`config.mk`:
```
export PLATFORM = sky130hd
export DESIGN_NAME = trace_window_compressor
export DESIGN_NICKNAME = d
export VERILOG_FILES = /design/src/rtl/twc_pkg.sv /design/src/rtl/twc_fifo.sv /design/src/rtl/twc_decoder.sv /design/src/rtl/twc_emitter.sv /design/src/rtl/trace_window_compressor.sv
export SDC_FILE = /design/constraint.sdc
export NUM_CORES = 1
export LEC_CHECK = 0
export BUFFER_PORTS_ARGS = -buffer_cell sky130_fd_sc_hd__buf_2
export CORE_MARGIN = 1
export CORE_UTILIZATION = 60
export CTS_CLUSTER_SIZE = 8
export DETAILED_ROUTE_END_ITERATION = 10
export GPL_TIMING_DRIVEN = 0
export PLACE_DENSITY = 0.8
export RECOVER_POWER = 100
export SYNTH_ARGS = -nofsm -noshare
export SYNTH_HDL_FRONTEND = slang
export SYNTH_SLANG_ARGS = --single-unit
```
`constraint.sdc`:
```
create_clock -name clk -period 4.4 [get_ports clk]
set_input_delay 0.44 -clock clk [delete_from_list [all_inputs] [get_ports clk]]
set_output_delay 0.44 -clock clk [all_outputs]
set_load 0.05 [all_outputs]
```
`src/rtl/twc_pkg.sv`:
```
package twc_pkg;

  localparam logic [2:0] IS_NONE = 3'b000;
  localparam logic [2:0] IS_SEQ  = 3'b001;
  localparam logic [2:0] IS_NT   = 3'b010;
  localparam logic [2:0] IS_SYNC = 3'b011;
  localparam logic [2:0] IS_IND  = 3'b101;
  localparam logic [2:0] IS_DIR  = 3'b110;

  typedef enum logic [2:0] {
    REC_START_SEQ = 3'd0,
    REC_START_DIR = 3'd1,
    REC_START_IND = 3'd2,
    REC_DIRECT    = 3'd3,
    REC_NOT_TAKEN = 3'd4,
    REC_INDIRECT  = 3'd5,
    REC_END       = 3'd6
  } rec_kind_e;

  typedef enum logic [1:0] {
    W_CLOSED = 2'd0,
    W_ARMED  = 2'd1,
    W_OPEN   = 2'd2
  } win_state_e;

  function automatic logic needs_addr(rec_kind_e k);
    return (k == REC_START_SEQ) || (k == REC_START_DIR) ||
           (k == REC_START_IND) || (k == REC_INDIRECT);
  endfunction

endpackage

```
`src/rtl/twc_fifo.sv`:
```
module twc_fifo #(
  parameter int W     = 30,
  parameter int DEPTH = 4
) (
  input  logic         clk,
  input  logic         rst,
  input  logic         push,
  input  logic [W-1:0] din,
  input  logic         pop,
  output logic [W-1:0] dout,
  output logic         empty,
  output logic         ovf
);
  localparam int AW = $clog2(DEPTH);

  logic [W-1:0] mem [DEPTH];
  logic [AW:0]  wr_q, rd_q;
  logic         full;

  assign empty = (wr_q == rd_q);
  assign full  = (wr_q[AW] != rd_q[AW]) && (wr_q[AW-1:0] == rd_q[AW-1:0]);
  assign dout  = mem[rd_q[AW-1:0]];

  // storage without reset so it maps onto RAM
  always_ff @(posedge clk) begin
    if (push && !full) mem[wr_q[AW-1:0]] <= din;
  end

  always_ff @(posedge clk) begin
    if (rst) begin
      wr_q <= '0;
      rd_q <= '0;
      ovf  <= 1'b0;
    end else begin
      if (push && !full) wr_q <= wr_q + 1'b1;
      if (push && full)  ovf  <= 1'b1;
      if (pop && !empty) rd_q <= rd_q + 1'b1;
    end
  end

  // the consumer never pops an empty queue
  a_r8_pop_nonempty: assert property (@(posedge clk) disable iff (rst)
    pop |-> !empty) else $error("pop on empty queue");

  // overflow flag is sticky until reset
  a_r10_ovf_sticky: assert property (@(posedge clk) disable iff (rst)
    ovf |=> ovf) else $error("overflow flag dropped");

endmodule

```
`src/rtl/twc_decoder.sv`:
```
module twc_decoder
  import twc_pkg::*;
#(
  parameter int CNT_W = 16
) (
  input  logic             clk,
  input  logic             rst,
  input  logic [2:0]       istat_i,
  input  logic [1:0]       fstat_i,
  output logic             ev_push_o,
  output rec_kind_e        ev_kind_o,
  output logic [CNT_W-1:0] ev_count_o,
  output logic             addr_accept_o,
  output logic             win_open_o
);
  localparam logic [CNT_W-1:0] CNT_MAX = '1;

  win_state_e       state_q, state_d;
  logic [2:0]       prev_q;
  logic [CNT_W-1:0] cnt_q, cnt_d, floored, bumped, fl_ext;
  logic             sync;

  assign sync    = (istat_i == IS_SYNC) && (prev_q <= 3'b010);
  assign fl_ext  = CNT_W'(fstat_i);
  assign floored = (cnt_q > fl_ext) ? (cnt_q - fl_ext) : '0;
  assign bumped  = (floored == CNT_MAX) ? CNT_MAX : floored + 1'b1;

  always_comb begin
    state_d    = state_q;
    cnt_d      = cnt_q;
    ev_push_o  = 1'b0;
    ev_kind_o  = REC_END;
    ev_count_o = floored;
    unique case (state_q)
      W_CLOSED: begin
        if (sync) begin
          state_d = W_ARMED;
          cnt_d   = '0;
        end
      end
      W_ARMED: begin
        ev_count_o = '0;
        cnt_d      = '0;
        if (istat_i == IS_SEQ || istat_i == IS_DIR || istat_i == IS_IND) begin
          ev_push_o = 1'b1;
          state_d   = W_OPEN;
          ev_kind_o = (istat_i == IS_SEQ) ? REC_START_SEQ :
                      (istat_i == IS_DIR) ? REC_START_DIR : REC_START_IND;
        end
      end
      W_OPEN: begin
        cnt_d = floored;
        if (sync) begin
          ev_push_o = 1'b1;
          ev_kind_o = REC_END;
          state_d   = W_CLOSED;
          cnt_d     = '0;
        end else begin
          unique case (istat_i)
            IS_SEQ, IS_SYNC: cnt_d = bumped;
            IS_NT: begin
              ev_push_o = 1'b1; ev_kind_o = REC_NOT_TAKEN; cnt_d = '0;
            end
            IS_DIR: begin
              ev_push_o = 1'b1; ev_kind_o = REC_DIRECT; cnt_d = '0;
            end
            IS_IND: begin
              ev_push_o = 1'b1; ev_kind_o = REC_INDIRECT; cnt_d = '0;
            end
            default: cnt_d = floored;
          endcase
        end
      end
      default: state_d = W_CLOSED;
    endcase
  end

  always_ff @(posedge clk) begin
    if (rst) begin
      state_q <= W_CLOSED;
      prev_q  <= 3'b111;
      cnt_q   <= '0;
    end else begin
      state_q <= state_d;
      prev_q  <= istat_i;
      cnt_q   <= cnt_d;
    end
  end

  assign win_open_o    = (state_q != W_CLOSED);
  assign addr_accept_o = (state_q != W_CLOSED) && !(state_q == W_OPEN && sync);

  // a window opens only after 011 preceded by 000, 001 or 010
  a_r2_open_needs_pair: assert property (@(posedge clk) disable iff (rst)
    $rose(win_open_o) |-> ($past(istat_i) == IS_SYNC && $past(prev_q) <= 3'b010))
    else $error("window opened without qualifying report");

  // an end record closes the window
  a_r6_end_closes: assert property (@(posedge clk) disable iff (rst)
    (ev_push_o && ev_kind_o == REC_END) |=> !win_open_o)
    else $error("window still open after end record");

  // a flow-change record restarts the sequential count
  a_r4_count_restart: assert property (@(posedge clk) disable iff (rst)
    (ev_push_o && (ev_kind_o == REC_DIRECT || ev_kind_o == REC_NOT_TAKEN ||
                   ev_kind_o == REC_INDIRECT)) |=> (cnt_q <= 1))
    else $error("count not restarted after flow change");

endmodule

```
`src/rtl/twc_emitter.sv`:
```
module twc_emitter
  import twc_pkg::*;
#(
  parameter int ADDR_W = 30,
  parameter int CNT_W  = 16
) (
  input  logic              clk,
  input  logic              rst,
  input  logic              ev_empty,
  input  rec_kind_e         ev_kind,
  input  logic [CNT_W-1:0]  ev_count,
  input  logic              addr_empty,
  input  logic [ADDR_W-1:0] addr_data,
  input  logic              rec_ready,
  output logic              ev_pop,
  output logic              addr_pop,
  output logic              rec_valid,
  output logic [2:0]        rec_type,
  output logic [CNT_W-1:0]  rec_count,
  output logic [ADDR_W-1:0] rec_addr
);
  logic need, can_load;

  assign need     = needs_addr(ev_kind);
  assign can_load = (!rec_valid || rec_ready) && !ev_empty && (!need || !addr_empty);
  assign ev_pop   = can_load;
  assign addr_pop = can_load && need;

  always_ff @(posedge clk) begin
    if (rst) begin
      rec_valid <= 1'b0;
      rec_type  <= '0;
      rec_count <= '0;
      rec_addr  <= '0;
    end else if (can_load) begin
      rec_valid <= 1'b1;
      rec_type  <= ev_kind;
      rec_count <= ev_count;
      rec_addr  <= need ? addr_data : '0;
    end else if (rec_ready) begin
      rec_valid <= 1'b0;
    end
  end

  // a stalled record holds all its fields
  a_r9_hold_stable: assert property (@(posedge clk) disable iff (rst)
    (rec_valid && !rec_ready) |=>
      (rec_valid && $stable(rec_type) && $stable(rec_count) && $stable(rec_addr)))
    else $error("record changed under backpressure");

endmodule

```
`src/rtl/trace_window_compressor.sv`:
```
module trace_window_compressor
  import twc_pkg::*;
#(
  parameter int ADDR_W     = 30,
  parameter int CNT_W      = 16,
  parameter int ADDR_DEPTH = 4,
  parameter int EV_DEPTH   = 8
) (
  input  logic              clk,
  input  logic              rst,
  input  logic [2:0]        istat,
  input  logic [1:0]        fstat,
  input  logic              show_valid,
  input  logic [ADDR_W-1:0] show_addr,
  input  logic              rec_ready,
  output logic              rec_valid,
  output logic [2:0]        rec_type,
  output logic [CNT_W-1:0]  rec_count,
  output logic [ADDR_W-1:0] rec_addr,
  output logic              win_open,
  output logic              fifo_ovf
);
  localparam int EV_W = 3 + CNT_W;

  logic              ev_push, ev_pop, ev_empty, ev_ovf;
  rec_kind_e         ev_kind_in;
  logic [CNT_W-1:0]  ev_count_in;
  logic [EV_W-1:0]   ev_dout;
  logic              addr_accept, addr_pop, addr_empty, addr_ovf;
  logic [ADDR_W-1:0] addr_dout;

  twc_decoder #(.CNT_W(CNT_W)) u_dec (
    .clk(clk), .rst(rst), .istat_i(istat), .fstat_i(fstat),
    .ev_push_o(ev_push), .ev_kind_o(ev_kind_in), .ev_count_o(ev_count_in),
    .addr_accept_o(addr_accept), .win_open_o(win_open)
  );

  twc_fifo #(.W(ADDR_W), .DEPTH(ADDR_DEPTH)) u_addr_q (
    .clk(clk), .rst(rst), .push(show_valid && addr_accept), .din(show_addr),
    .pop(addr_pop), .dout(addr_dout), .empty(addr_empty), .ovf(addr_ovf)
  );

  twc_fifo #(.W(EV_W), .DEPTH(EV_DEPTH)) u_ev_q (
    .clk(clk), .rst(rst), .push(ev_push), .din({ev_kind_in, ev_count_in}),
    .pop(ev_pop), .dout(ev_dout), .empty(ev_empty), .ovf(ev_ovf)
  );

  twc_emitter #(.ADDR_W(ADDR_W), .CNT_W(CNT_W)) u_emit (
    .clk(clk), .rst(rst), .ev_empty(ev_empty),
    .ev_kind(rec_kind_e'(ev_dout[EV_W-1:CNT_W])), .ev_count(ev_dout[CNT_W-1:0]),
    .addr_empty(addr_empty), .addr_data(addr_dout), .rec_ready(rec_ready),
    .ev_pop(ev_pop), .addr_pop(addr_pop), .rec_valid(rec_valid),
    .rec_type(rec_type), .rec_count(rec_count), .rec_addr(rec_addr)
  );

  assign fifo_ovf = addr_ovf | ev_ovf;

endmodule

```
==> results by group, run 1 <==
Logic synthesis
  – Avg Cell Area, Syn: 15.1 µm²
  – Main synth FF type: edfxtp_1
  – Share of Yosys cell area claimed by the top area cell type: 0.553
  – Post-Synthesis Cells: ~980
  – Yosys top cell by area: edfxtp_1
  – Asr flop ratio synth: 0
  – Synthesized area: 14800 µm²
  – Count leader, synth: edfxtp_1
  – Syn nets: 1031
  – Flop and latch count out of synthesis: 364
  – Synth top area cells: edfxtp_1 55%, dfxtp_1 12%, mux4_2 10%
  – Post-synth top cells: 272 x edfxtp_1, 92 x dfxtp_1, 75 x nand2_1, 72 x nor2_1, 68 x mux4_2
  – Number of flops mapped to enable cells by yosys: 272
  – Netlist cell types: 63
  – Sequential share of the synthesized area: 0.677
  – Synth Warn #: 0

Clock tree
  – # hold bufs at CTS: 0
  – Root buf cell: clkbuf_16
  – Postcts setup bufs: 0
  – TritonCTS clock tree: yes
  – # clock sinks: 364
  – Clk_lat worst skew: roughly 0.55 ns
  – PostCTS Resize Cnt: 0
  – CTS Buffer Depth: 3
  – CTS H-tree lvls: 2
  – Num CTS Buffers: between 50 and 60
  – Clock transition at the registers of the reported paths: 0.05 ns

Worst setup path
  – Crit path DAT: 4.05 ns
  – Worst Setup Path Type: reg2reg
  – CP required: between 4 and 5 ns
  – Slowest CP cell: and2_0
  – Crit path depth: 7
  – Crit-path max FO: 31
  – Top delay family on crit path: simple AND/OR/NAND/NOR gates
  – R2R Setup Slk: 0.46 ns
  – Worst setup SP type: register
  – Worst r2r path cells: 7
  – Worst path max stage delay: 1.90 ns
  – Crit path buf inv count: 3
  – Worst Setup End Kind: register
  – Cell repeated most along the worst path: inv_1
  – Critical path, cell by cell: inv_1, ha_1, clkbuf_1, inv_1, o311a_1, nor2b_1, and2_0

Global routing
  – Global-route wire length before repair: between 50000 and 60000 µm
  – GRT overflow: 0
  – Largest net degree at the start of global routing: 32
  – Global Route Usage Sum: 0.269
  – Vias in the first global route: 9304
  – Initial antenna violation count: 2

Placed design
  – Routability cong.: 0.910
  – Number of port buffers: slightly below 90
  – Hpwl dp: between 20000 and 25000 µm
  – Post-Place Cells: 1398

Layout
  – Layout cells sized above 1: 0.123
  – Area growth, synth to finish: 15.3%
  – Filler cell count: 1565
  – Multi-input logic area: 4480 µm²
  – Layout Nets: ~1200
  – Reg area: ~10000 µm²
  – Layout Cells excl Fill: 1493

Power
  – Comb pwr share: 0.019
  – Worst VDD drop: 0.464 mV
  – Leakage: approximately 0.0056 µW
  – Sequential fraction of design power: 0.494
  – P_sw: 1510 µW
  – Pint: 5960 µW
  – Switching share of power: 0.202
  – Power per cell area: 438 nW/µm²
  – Clock share of power: 0.487

Floorplan
  – Die ar.: 25300 µm²
  – Chip height: approximately 160 µm
  – Die X-Extent: between 150 and 200 µm
  – Row count: 57
  – Starting density of the core: 0.610
  – # IOs: 91
  – Core Area: 24200 µm²

Timing
  – Period utilization: 0.896
  – Worst slew pin tran: roughly 2.5 ns
  – Setup Viol. Count Final: 0
  – Final min period: 3.94 ns
  – Final Hold Vio Count: 0
  – Setup TNS: 0 ns
  – Clk_skew: around 0.017 ns
  – RSZ-0062 raised after global routing: no
  – Final Max Tran Viols: 125
  – Min Hold Slack: 0.145 ns
  – Max Freq: 254 MHz
  – Slew margin rel.: -0.673

Routing
  – Drt drc: 0
  – DR iter-0 viols: 1066
  – Wirelength per Cell: 22.3 µm
  – TritonRoute pass-1 iters: 6
  – Final wirelength: ~33000 µm
  – Routed vias/inst: 6.13
  – Detail Route Antenna Nets: 0
  – Total number of vias: 9158

Run status
  – Failing checks: max-capacitance violations, max-slew violations
  – Run status: complete, but fails checks

Flow run
  – Max_cap viols: 4

Worst hold path
  – Hold WC Path Type: in2reg
  – Hold Crit Depth: 1
worst reg2reg max path, stage by stage, from the launching register on:
cell and delay, ns:
dfxtp_1 0.35, inv_1 0.09, ha_1 0.20, clkbuf_1 0.19
inv_1 0.17, o311a_1 0.22, nor2b_1 0.38, and2_0 1.90
cell usage in the layout, fill, tap and decap left out, types with 7 or more instances in the layout:
| master | instances |
|---|---|
| edfxtp_1 | 272 |
| clkbuf_1 | 176 |
| dfxtp_1 | 92 |
| nand2_1 | 75 |
| nor2_1 | 72 |
| mux4_2 | 68 |
| a21oi_1 | 55 |
| clkbuf_16 | 51 |
| nand3_1 | 35 |
| mux2i_1 | 23 |
| a211oi_1 | 22 |
| xnor2_1 | 17 |
| inv_1 | 17 |
| nor3_1 | 14 |
| ha_1 | 14 |
| o21ai_0 | 13 |
| nand2b_1 | 11 |
| nor2b_1 | 9 |
| or2_2 | 8 |
| and2_1 | 8 |
| xor2_1 | 7 |
| or3_1 | 7 |
flip-flops by register name, indices dropped and copies added, names as in the netlist, 4 cells and up, named ones only:
register,count
u_emit.rec_count,16
u_ev_q.wr_q,4
u_emit.rec_addr,30
u_ev_q.rd_q,4
u_dec.cnt_q,16
u_addr_q.mem,120
u_ev_q.mem,152
routing by layer:
metal  vias up  global-route usage  wire length, µm
met5         -                   0               13
met4         2              0.0922              753
met3        69              0.0544             2750
met2       446               0.446            16500
met1      4546               0.358            13300
li1       4095                   -                -
power groups by stage:
stage | combinational, µW | sequential [µW] | clock (µW)
5_1_grt | 155 | 3680 | 3820
3_3_place_gp | 137 | 3750 | 0
2_1_floorplan | 83.3 | 3750 | 0
6_report | 143 | 3690 | 3640
4_1_cts | 145 | 3690 | 3670
3_5_place_dp | 143 | 3750 | 0
kinds of logic after synthesis:
family / after synthesis / share of synthesized area
flops: 364 / 0.677
simple gates: 273 / 0.0924
compound gates: 140 / 0.0633
mux: 92 / 0.120
buf+inv: 68 / 0.0179
xor+xnor: 25 / 0.0161
fa+ha+maj: 15 / 0.0132
area by class of cell:
type,count,area share
sequential,364,0.588
multi-input combinational,545,0.263
clock buffer,90,0.0835
tap,324,0.0238
timing repair buffer,97,0.0217
buffer,51,0.0118
clock inverter,4,0.00499
inverter,17,0.00375
antenna,1,0.000147
per-stage QoR:
step / area (µm²) / setup slack (ns) / total power [µW] / util
after global placement: 15600 / -0.600 / 3890 / 0.644
after CTS: 17300 / 0.521 / 7500 / 0.713
after floorplan: 14800 / 0.788 / 3840 / -
final: 17000 / 0.459 / 7470 / 0.703
after detailed placement: 15800 / 0.556 / 3900 / 0.651
after global routing: 17000 / 0.189 / 7660 / 0.703
final timing paths:
check | from | to
setup / recovery | u_dec.state_q[0] | u_addr_q.mem[3][10]
hold / removal | show_addr[23] | u_addr_q.mem[2][23]
setup reg to reg | u_dec.state_q[0] | u_addr_q.mem[3][10]
hold reg to reg | u_emit.rec_addr[8] | u_emit.rec_addr[8]
Power figures use the tool's default switching activity.
==> run 2, diff against run 1 <==
--- a/config.mk
+++ b/config.mk
@@ -7,11 +7,11 @@
 export LEC_CHECK = 0
 export BUFFER_PORTS_ARGS = -buffer_cell sky130_fd_sc_hd__buf_2
 export CORE_MARGIN = 1
-export CORE_UTILIZATION = 60
+export CORE_UTILIZATION = 30
 export CTS_CLUSTER_SIZE = 8
 export DETAILED_ROUTE_END_ITERATION = 10
 export GPL_TIMING_DRIVEN = 0
-export PLACE_DENSITY = 0.8
+export PLACE_DENSITY = 0.46
 export RECOVER_POWER = 100
 export SYNTH_ARGS = -nofsm -noshare
 export SYNTH_HDL_FRONTEND = slang
==> run 2 against run 1 <==
Against the previous run: the flow still finishes with violations (max-capacitance violations, max-slew violations); sequential power barely moved; wire length rose by 6.0%; count of clock-buffer cells in the layout rose by 3; via count fell by 4.8%; combinational power barely moved; flip-flop and latch count did not move; clock power barely moved; first-iteration DRC count fell by 62%; cell count rose by 23%; global-route usage fell by 13 points; largest cell class unchanged.
==> results by group, run 2 (synthesis results as in run 1) <==
Clock tree
  – CTS H-tree lvls: 2 (unchanged)
  – # clock sinks: 364 (unchanged)
  – Clk_lat worst skew: 0.58 ns (+0.03 ns)
  – TritonCTS clock tree: yes
  – Clock transition at the registers of the reported paths: 0.05 ns (about the same)
  – Root buf cell: clkbuf_16
  – Num CTS Buffers: 51 (unchanged)
  – CTS Buffer Depth: 3 (unchanged)
  – Postcts setup bufs: 0 (unchanged)

Layout
  – Most frequent cells in the layout: 272 x edfxtp_1, 175 x clkbuf_1, 92 x dfxtp_1
  – Max reg flops: 152 (unchanged)
  – Fin util: 0.364 (-0.339)
  – Area growth, synth to finish: 18.5%
  – Filler cell count: 4668 (+200%)
  – Commonest non-fill, non-tap cell in the layout: edfxtp_1
  – Layout Nets: 1183 (+0.17%)
  – Layout cells sized above 1: 0.129 (+0.00555)

Worst hold path
  – Hold WC Path Type: in2reg
  – Hold Crit Depth: 1 (unchanged)

Routing
  – Final wirelength: 35300 µm (+6.0%)
  – Wirelength per Cell: 19.3 µm (-14%)
  – TritonRoute pass-1 iters: 5 (-1)
  – Drt drc: 0 (unchanged)
  – Detail Route Antenna Nets: 0 (unchanged)
  – Total number of vias: 8720 (-4.8%)
  – Routed vias/inst: 4.76 (-22%)
  – DR iter-0 viols: 408 (-62%)

Power
  – Power per cell area: 427 nW/µm² (-2.5%)
  – Sequential fraction of design power: 0.493 (about the same)
  – Pint: 5940 µW (-0.30%)
  – P_sw: 1540 µW (+2.1%)
  – Worst VDD drop: 0.321 mV (-31%)
  – Leakage: 0.00560 µW (+0.81%)
  – Comb pwr share: 0.019 (about the same)
  – Switching share of power: 0.206 (+0.00394)
  – Clock share of power: 0.488 (about the same)

Global routing
  – Initial antenna violation count: 5 (+3)
  – Global-route wire length before repair: 54100 µm (+4.9%)
  – Global Route Usage Sum: 0.143 (-0.125)
  – Largest net degree at the start of global routing: 31 (-3.1%)
  – GRT overflow: 0 (unchanged)
  – Vias in the first global route: 8975 (-3.5%)

Worst setup path
  – Worst r2r path cells: 8 (+1)
  – Worst Setup End Kind: register
  – Worst Setup Path Type: reg2reg
  – Worst setup SP type: register
  – Crit path DAT: 4.09 ns (+0.04 ns)
  – Crit-path max FO: 23 (-26%)
  – CP required: 4.56 ns (+0.05 ns)

Timing
  – Setup Viol. Count Final: 0 (unchanged)
  – Period utilization: 0.894 (-0.00205)
  – Slew margin rel.: -0.147 (+0.526)
  – Clk_skew: 0.0194 ns (+0.00264 ns)
  – Min Hold Slack: 0.118 ns (-0.0270 ns)
  – Final Max Tran Viols: 63 (-50%)
  – RSZ-0062 raised after global routing: no
  – Max Freq: 254 MHz (+0.23%)
  – Final Hold Vio Count: 0 (unchanged)
  – Final min period: 3.93 ns (-0.00903 ns)
  – Worst slew pin tran: 1.72 ns (-0.788 ns)

Floorplan
  – # IOs: 91 (unchanged)
  – Starting density of the core: 0.307 (-0.303)
  – Die ar.: 50200 µm² (+99%)
  – Row count: 80 (+40%)
  – Core Area: 48100 µm² (+99%)
  – Die X-Extent: 224 µm (+41%)
  – Chip height: 224 µm (+41%)

Placed design
  – Routability cong.: 0.819 (-10%)
  – Hpwl dp: 23700 µm (+16%)
  – Number of port buffers: 87 (unchanged)

Run status
  – Run status: complete, but fails checks
  – Failing checks: max-capacitance violations, max-slew violations

Flow run
  – Max_cap viols: 3 (-1)
==> run 2: path summary, 6_finish.rpt <==
| path | slack, ns | from | to |
|---|---|---|---|
| max | 0.47 | u_dec.state_q[0] | u_addr_q.mem[1][9] |
| min | 0.12 | show_addr[24] | u_addr_q.mem[1][24] |
| max reg2reg | 0.47 | u_dec.state_q[0] | u_addr_q.mem[1][9] |
| min reg2reg | 0.45 | u_emit.rec_addr[10] | u_emit.rec_addr[10] |
==> run 2: per-layer routing <==
| metal | track usage | up-vias | share of wire |
|---|---|---|---|
| li1 | - | 4101 | - |
| met1 | 0.189 | 4375 | 0.46 |
| met2 | 0.228 | 183 | 0.46 |
| met3 | 0.0373 | 57 | 0.055 |
| met4 | 0.0475 | 4 | 0.025 |
| met5 | 0 | - | 0.00074 |
==> run 2: cell type report <==
cell class                      instances  area, µm²  share of cell area
Multi-Input combinational cell        545       4500               0.257
Clock buffer                           93       1450              0.0830
Antenna cell                            3       7.51            0.000429
Timing Repair Buffer                   99        407              0.0232
Clock inverter                          3       52.6             0.00300
Inverter                               17       63.8             0.00364
Buffer                                 51        200              0.0114
Tap cell                              656        821              0.0469
Sequential cell                       364      10000               0.572
==> run 2: stage by stage <==
| stage | power (µW) | TNS, ns | cell area, µm² | cells | worst slack [ns] |
|---|---|---|---|---|---|
| 2_1_floorplan | 3840 | 0 | 14800 | 977 | 0.788 |
| 3_3_place_gp | 3900 | -36.24 | 16000 | 1720 | -1.03 |
| 3_5_place_dp | 3910 | 0 | 16300 | 1732 | 0.149 |
| 4_1_cts | 7600 | 0 | 17800 | 1828 | 0.140 |
| 5_1_grt | 7750 | 0 | 17500 | 1829 | 0.166 |
| 6_report | 7480 | 0 | 17500 | 1831 | 0.468 |
==> run 2: power groups by stage <==
stage               Clock (µW)  Combinational, µW  Sequential [µW]
floorplan                    0               83.3             3750
global placement             0                148             3750
detailed placement           0                151             3750
CTS                       3770                152             3690
global route              3900                162             3680
finish                    3650                145             3690
==> run 2: critical path: stages (launching register included) <==
cell	delay, ns
dfxtp_1	0.35
inv_1	0.09
ha_1	0.19
clkbuf_1	0.19
inv_1	0.17
o311a_1	0.22
nor2b_1	0.38
and2_0	0.63
clkbuf_1	1.27
==> run 2: repair_timing <==
action                                  in CTS  in global routing
hold buffers                                 0                  0
endpoints found under the setup margin       0                  1
resized for setup                            0                  1
